## src/rtl/fir_mac_pkg.sv

```systemverilog
package fir_mac_pkg;
  localparam int DATA_W = 16;
  localparam int ACC_W  = 40;
  localparam int FRAC_W = 15;

  typedef logic signed [DATA_W-1:0] smp_t;
  typedef logic signed [ACC_W-1:0]  acc_t;
endpackage

```

## src/rtl/fir_sram.sv

```systemverilog
module fir_sram #(
  parameter int WIDTH = 16,
  parameter int DEPTH = 16,
  localparam int AW = $clog2(DEPTH)
) (
  input  logic             clk,
  input  logic             we,
  input  logic [AW-1:0]    waddr,
  input  logic [WIDTH-1:0] wdata,
  input  logic             re,
  input  logic [AW-1:0]    raddr,
  output logic [WIDTH-1:0] rdata
);
  logic [WIDTH-1:0] mem [DEPTH];

  always_ff @(posedge clk) begin
    if (we) mem[waddr] <= wdata;
  end

  always_ff @(posedge clk) begin
    if (re) rdata <= mem[raddr];
  end
endmodule

```

## src/rtl/fir_tap_seq.sv

```systemverilog
module fir_tap_seq #(
  parameter int DEPTH = 16,
  localparam int AW = $clog2(DEPTH),
  localparam int CW = $clog2(DEPTH + 1)
) (
  input  logic          clk,
  input  logic          rst,
  input  logic          start,
  input  logic [CW-1:0] tap_count,
  output logic          busy,
  output logic          clr_acc,
  output logic          rd_en,
  output logic [AW-1:0] rd_addr,
  output logic          mv_en,
  output logic [AW-1:0] mv_addr,
  output logic          exe_en,
  output logic          out_en
);
  logic          busy_q, iss_v_q, fet_v_q, fet_last_q, exe_last_q;
  logic [AW-1:0] iss_addr_q, fet_addr_q;
  logic [CW-1:0] ntaps_q, count_m1;
  logic          accept;

  assign accept   = start && !busy_q && (tap_count != '0) && (tap_count <= CW'(DEPTH));
  assign count_m1 = tap_count - CW'(1);

  always_ff @(posedge clk) begin
    if (rst) begin
      busy_q     <= 1'b0;
      iss_v_q    <= 1'b0;
      iss_addr_q <= '0;
      ntaps_q    <= '0;
    end else if (accept) begin
      busy_q     <= 1'b1;
      iss_v_q    <= 1'b1;
      iss_addr_q <= count_m1[AW-1:0];
      ntaps_q    <= tap_count;
    end else begin
      if (exe_last_q) busy_q <= 1'b0;
      if (iss_v_q) begin
        if (iss_addr_q == '0) iss_v_q <= 1'b0;
        else iss_addr_q <= iss_addr_q - AW'(1);
      end
    end
  end

  always_ff @(posedge clk) begin
    if (rst) begin
      fet_v_q    <= 1'b0;
      fet_last_q <= 1'b0;
      exe_last_q <= 1'b0;
      fet_addr_q <= '0;
    end else begin
      fet_v_q    <= iss_v_q;
      fet_last_q <= iss_v_q && (iss_addr_q == '0);
      exe_last_q <= fet_last_q;
      fet_addr_q <= iss_addr_q;
    end
  end

  assign busy    = busy_q;
  assign clr_acc = accept;
  assign rd_en   = iss_v_q;
  assign rd_addr = iss_addr_q;
  assign mv_en   = fet_v_q && ((CW'(fet_addr_q) + CW'(1)) < ntaps_q);
  assign mv_addr = fet_addr_q + AW'(1);
  assign exe_en  = fet_v_q;
  assign out_en  = exe_last_q;
endmodule

```

## src/rtl/fir_mac_unit.sv

```systemverilog
module fir_mac_unit
  import fir_mac_pkg::*;
(
  input  logic  clk,
  input  logic  rst,
  input  logic  clr_acc,
  input  logic  exe_en,
  input  logic  out_en,
  input  smp_t  coef,
  input  smp_t  smp,
  output acc_t  acc,
  output logic  done,
  output smp_t  result
);
  localparam int PW = 2 * DATA_W;
  localparam logic signed [ACC_W:0] SAT_HI = (ACC_W+1)'((64'sd1 <<< (DATA_W-1)) - 1);
  localparam logic signed [ACC_W:0] SAT_LO = -SAT_HI - 1;
  localparam logic signed [ACC_W:0] HALF   = (ACC_W+1)'(64'sd1 <<< (FRAC_W-1));

  logic signed [PW-1:0]  prod;
  logic signed [ACC_W:0] rnd, shifted;
  acc_t acc_q;
  smp_t sat;

  assign prod    = coef * smp;
  assign rnd     = {acc_q[ACC_W-1], acc_q} + HALF;
  assign shifted = rnd >>> FRAC_W;

  always_comb begin
    if (shifted > SAT_HI)      sat = smp_t'(SAT_HI);
    else if (shifted < SAT_LO) sat = smp_t'(SAT_LO);
    else                       sat = smp_t'(shifted);
  end

  always_ff @(posedge clk) begin
    if (rst || clr_acc) acc_q <= '0;
    else if (exe_en)    acc_q <= acc_q + ACC_W'(prod);
  end

  always_ff @(posedge clk) begin
    if (rst) begin
      done   <= 1'b0;
      result <= '0;
    end else begin
      done <= out_en;
      if (out_en) result <= sat;
    end
  end

  assign acc = acc_q;
endmodule

```

## src/rtl/fir_mac_engine.sv

```systemverilog
module fir_mac_engine
  import fir_mac_pkg::*;
#(
  parameter int DEPTH = 16,
  localparam int AW = $clog2(DEPTH),
  localparam int CW = $clog2(DEPTH + 1)
) (
  input  logic              clk,
  input  logic              rst,
  input  logic              coef_we,
  input  logic [AW-1:0]     coef_waddr,
  input  logic [DATA_W-1:0] coef_wdata,
  input  logic              smp_we,
  input  logic [AW-1:0]     smp_waddr,
  input  logic [DATA_W-1:0] smp_wdata,
  input  logic              start,
  input  logic [CW-1:0]     tap_count,
  output logic              busy,
  output logic              done,
  output logic [DATA_W-1:0] result
);
  logic          clr_acc, rd_en, mv_en, exe_en, out_en;
  logic [AW-1:0] rd_addr, mv_addr;
  logic          s_we;
  logic [AW-1:0] s_waddr;
  logic [DATA_W-1:0] s_wdata, coef_q, smp_q;
  acc_t          acc_w;
  smp_t          res_w;

  fir_tap_seq #(.DEPTH(DEPTH)) seq_i (
    .clk(clk), .rst(rst), .start(start), .tap_count(tap_count),
    .busy(busy), .clr_acc(clr_acc), .rd_en(rd_en), .rd_addr(rd_addr),
    .mv_en(mv_en), .mv_addr(mv_addr), .exe_en(exe_en), .out_en(out_en)
  );

  // Program-side memory: coefficients
  fir_sram #(.WIDTH(DATA_W), .DEPTH(DEPTH)) pmem_i (
    .clk(clk), .we(coef_we && !busy), .waddr(coef_waddr), .wdata(coef_wdata),
    .re(rd_en), .raddr(rd_addr), .rdata(coef_q)
  );

  // Data-side memory: the delay line; its write port carries the move while busy
  always_comb begin
    if (busy) begin
      s_we    = mv_en;
      s_waddr = mv_addr;
      s_wdata = smp_q;
    end else begin
      s_we    = smp_we;
      s_waddr = smp_waddr;
      s_wdata = smp_wdata;
    end
  end

  fir_sram #(.WIDTH(DATA_W), .DEPTH(DEPTH)) dmem_i (
    .clk(clk), .we(s_we), .waddr(s_waddr), .wdata(s_wdata),
    .re(rd_en), .raddr(rd_addr), .rdata(smp_q)
  );

  fir_mac_unit mac_i (
    .clk(clk), .rst(rst), .clr_acc(clr_acc), .exe_en(exe_en), .out_en(out_en),
    .coef(smp_t'(coef_q)), .smp(smp_t'(smp_q)), .acc(acc_w),
    .done(done), .result(res_w)
  );

  assign result = res_w;
endmodule

```

## config.mk

```make
export PLATFORM = sky130hd
export DESIGN_NAME = fir_mac_engine
export DESIGN_NICKNAME = d
export VERILOG_FILES = /design/src/rtl/fir_mac_pkg.sv /design/src/rtl/fir_sram.sv /design/src/rtl/fir_tap_seq.sv /design/src/rtl/fir_mac_unit.sv /design/src/rtl/fir_mac_engine.sv
export SDC_FILE = /design/constraint.sdc
export NUM_CORES = 2
export LEC_CHECK = 0
export BUFFER_PORTS_ARGS = -buffer_cell sky130_fd_sc_hd__clkbuf_2
export CORE_ASPECT_RATIO = 0.9
export CORE_UTILIZATION = 35
export CTS_BUF_LIST = sky130_fd_sc_hd__clkbuf_8
export DETAILED_ROUTE_END_ITERATION = 7
export GPL_ROUTABILITY_DRIVEN = 1
export PLACE_DENSITY_LB_ADDON = 0.15
export SYNTH_ARGS = -nofsm -noshare
export SYNTH_HDL_FRONTEND = slang
export SYNTH_SLANG_ARGS = --single-unit
export TNS_END_PERCENT = 1
```

## constraint.sdc

```tcl
create_clock -name clk -period 16.3 [get_ports clk]
set_clock_uncertainty 0.1 [all_clocks]
set_input_delay 1.63 -clock clk [delete_from_list [all_inputs] [get_ports clk]]
set_output_delay 1.63 -clock clk [all_outputs]
set_load 0.02 [all_outputs]
```

==> impl_metrics.toml <==
[clock_tree]
htreeDepth = 3
postCtsSetupRepairBufs = 0
cts_max_path_buffers = 3
clk_pin_slew_worst_paths_ps = 60
ctsResizeCount = 0
cts_inserted_buffers = 104
postCtsHoldBufs = 0
clock_latency_ps = 780
clock-sinks = 619
ctsRootBufferMaster = "clkbuf_8"
cts_tree = "done"

[job]
drv_cap = 0

[worst_setup_path]
crit_path_cell_trace = "nand2_1, inv_1, fa_1, fa_1, inv_1, fa_1, inv_1, fa_1, fa_1, inv_1, fa_1, inv_1, ha_1, and4_1, o2111ai_1, a41oi_1, o2111ai_1, a31oi_1, o21ai_1, a2111o_1, o211ai_1"
path_buf_inv = 5
crit_top_cell = "fa_1"
crit_path_end_kind = "flip-flop"
cp-start-kind = "flip-flop"
crit_slowest_cell = "fa_1"
cp.arrival_ps = 7940
cp_top_family = "adder cells"
cp_slowest_stage_delay_ps = 770
required_ps = 16840
critical_path.max_fanout = 16
path_class = "reg2reg"

[timing]
tns_ps = 0
max_freq_ghz = 0.135
period_needed_ps = 7400
finalSetupViolCount = 0
tightest_slew_ps = 1100
hold_viol = 0
rsz0062_at_grt = "no"
timing.slew.headroom = 0.258
final_max_slew_viol_count = 0
period_share = 0.454

[logic_synthesis]
synth.most_common_cell = "edfxtp_1"
synthCells = 2869
synth_area_um2 = 36900
synth.yosys.warnings = 0
yosys_most_used_dff = "edfxtp_1"
synthAdderAreaFrac = 0.220
avgSynthCellArea_um2 = 12.9
ys_seq_area_frac = 0.483
synthTopCellsByArea = "edfxtp_1, fa_1, inv_1, ha_1, dfxtp_1"
synth_commonest_cells = "edfxtp_1, inv_1, fa_1, nand2_1"
synth_compound_area_frac = 0.0618
syn_nets = 3371
synth_xor_area_frac = 0.0109
synthArstFlopShare = 0
synth-simple-area-share = 0.0823
synth_top_area_cell = "edfxtp_1"
synth.distinct_cells = 74
synth_top_family_by_area = "adder cells"
synth-seq-cells = 619
synth_edf_count = 544
synth_top_area_frac = 0.443
synth_mux_area_frac = 0.0862

[global_routing]
grt_pass1_wl_um = 144000
antenna_found_initial = 14
grt_util_all_layers = 0.181
overflow = 0
grt_max_degree = 56
grt_pass1_vias = 23400

[routing]
drtAntennaViolNets = 0
drtPass1Iterations = 5
wl_um = 93800
vias = 21900
first_iter_violations = 1365
drc = 0
avgRoutedWirePerCell_um = 21.2
viasPerCell = 4.96

[floorplanning]
core_um2 = 104000
initial_utilization = 0.355
dieArea_um2 = 107000
die_x_um = 344
io_pins = 68
dieHeight_um = 310
rows = 112

[placement]
dpl.hpwl_um = 63200
globalplace.congestion = 0.852
port_buffers = 67

[layout]
area_growth_pct = 10.7
drive_gt1_frac = 0.128
nets = 3472

[status]
status = "finished clean"

[hold_path]
worstHoldPathType = "reg2reg"
-- per-stage QoR --
stage	std cells	instance area, um^2	hold slack (ps)	setup WS (ps)	utilization
after CTS	4419	40900	354	8880	0.392
after floorplan	2869	36900	314	9780	-
after global placement	4232	39000	324	9030	0.374
after detailed placement	4232	39000	345	8870	0.374
after global routing	4421	40900	366	8460	0.393
final	4421	40900	351	8900	0.393
-- path summary, 6_finish.rpt --
| path | startpoint | to | slack [ps] | cells past startpoint |
|---|---|---|---|---|
| max | pmem_i.rdata[15] | mac_i.acc[39] | 8900 | 21 |
| min | seq_i.fet_last_q | seq_i.out_en | 350 | 1 |
| max reg2reg | pmem_i.rdata[15] | mac_i.acc[39] | 8900 | 21 |
| min reg2reg | seq_i.fet_last_q | seq_i.out_en | 350 | 1 |
-- state kept, by name, indices dropped and copies added (netlist names) --
signal / count
seq_i.rd_addr: 4
seq_i.fet_last_q: 1
mac_i.acc: 40
seq_i.out_en: 1
dmem_i.rdata: 16
pmem_i.rdata: 16
pmem_i.mem: 256
seq_i.exe_en: 1
seq_i.rd_en: 1
seq_i.busy: 1
mac_i.result: 16
dmem_i.mem: 256
seq_i.fet_addr_q: 4
seq_i.ntaps_q: 5
mac_i.done: 1
-- layout make-up --
class	count	area (um^2)
multi-input cells	1712	17100
flip-flops and latches	619	17900
diodes	2	5.00
fillers	9880	63200
repair buffers	118	718
clock inverters	80	407
inverters	415	1560
clock buffers	107	1470
well taps	1368	1710
-- routing by layer --
layer,vias to the layer above,GRT usage,wire length [um]
li1,10100,-,-
met1,11100,0.248,43300
met2,487,0.289,43100
met3,171,0.0355,4800
met4,14,0.0551,2470
met5,-,0,87
-- cell usage in the layout, fill, tap and decap left out, drive strengths merged, types with 6 or more instances in the layout --
master	instances
mux2	22
xor2	16
nand4	9
fa	330
clkbuf	174
nand2b	14
or3	8
dfxtp	75
a31oi	7
xnor2	30
o21a	14
o21ai	65
and3	9
a221oi	33
nor3	27
nand3	28
and2	114
a21o	23
clkinv	23
inv	469
nor2	149
mux2i	149
ha	122
nor2b	15
a211oi	24
a22oi	33
nand3b	6
buf	51
nand2	254
a21oi	84
mux4	64
edfxtp	544
-- logic make-up after synthesis --
logic type      after synthesis
mux                         235
xor+xnor                     46
flops                       619
simple gates                646
buf+inv                     538
fa+ha+maj                   452
compound gates              333
Power is not shown: default switching activity piles up to over one toggle a cycle in this logic, so the estimate is an artifact.
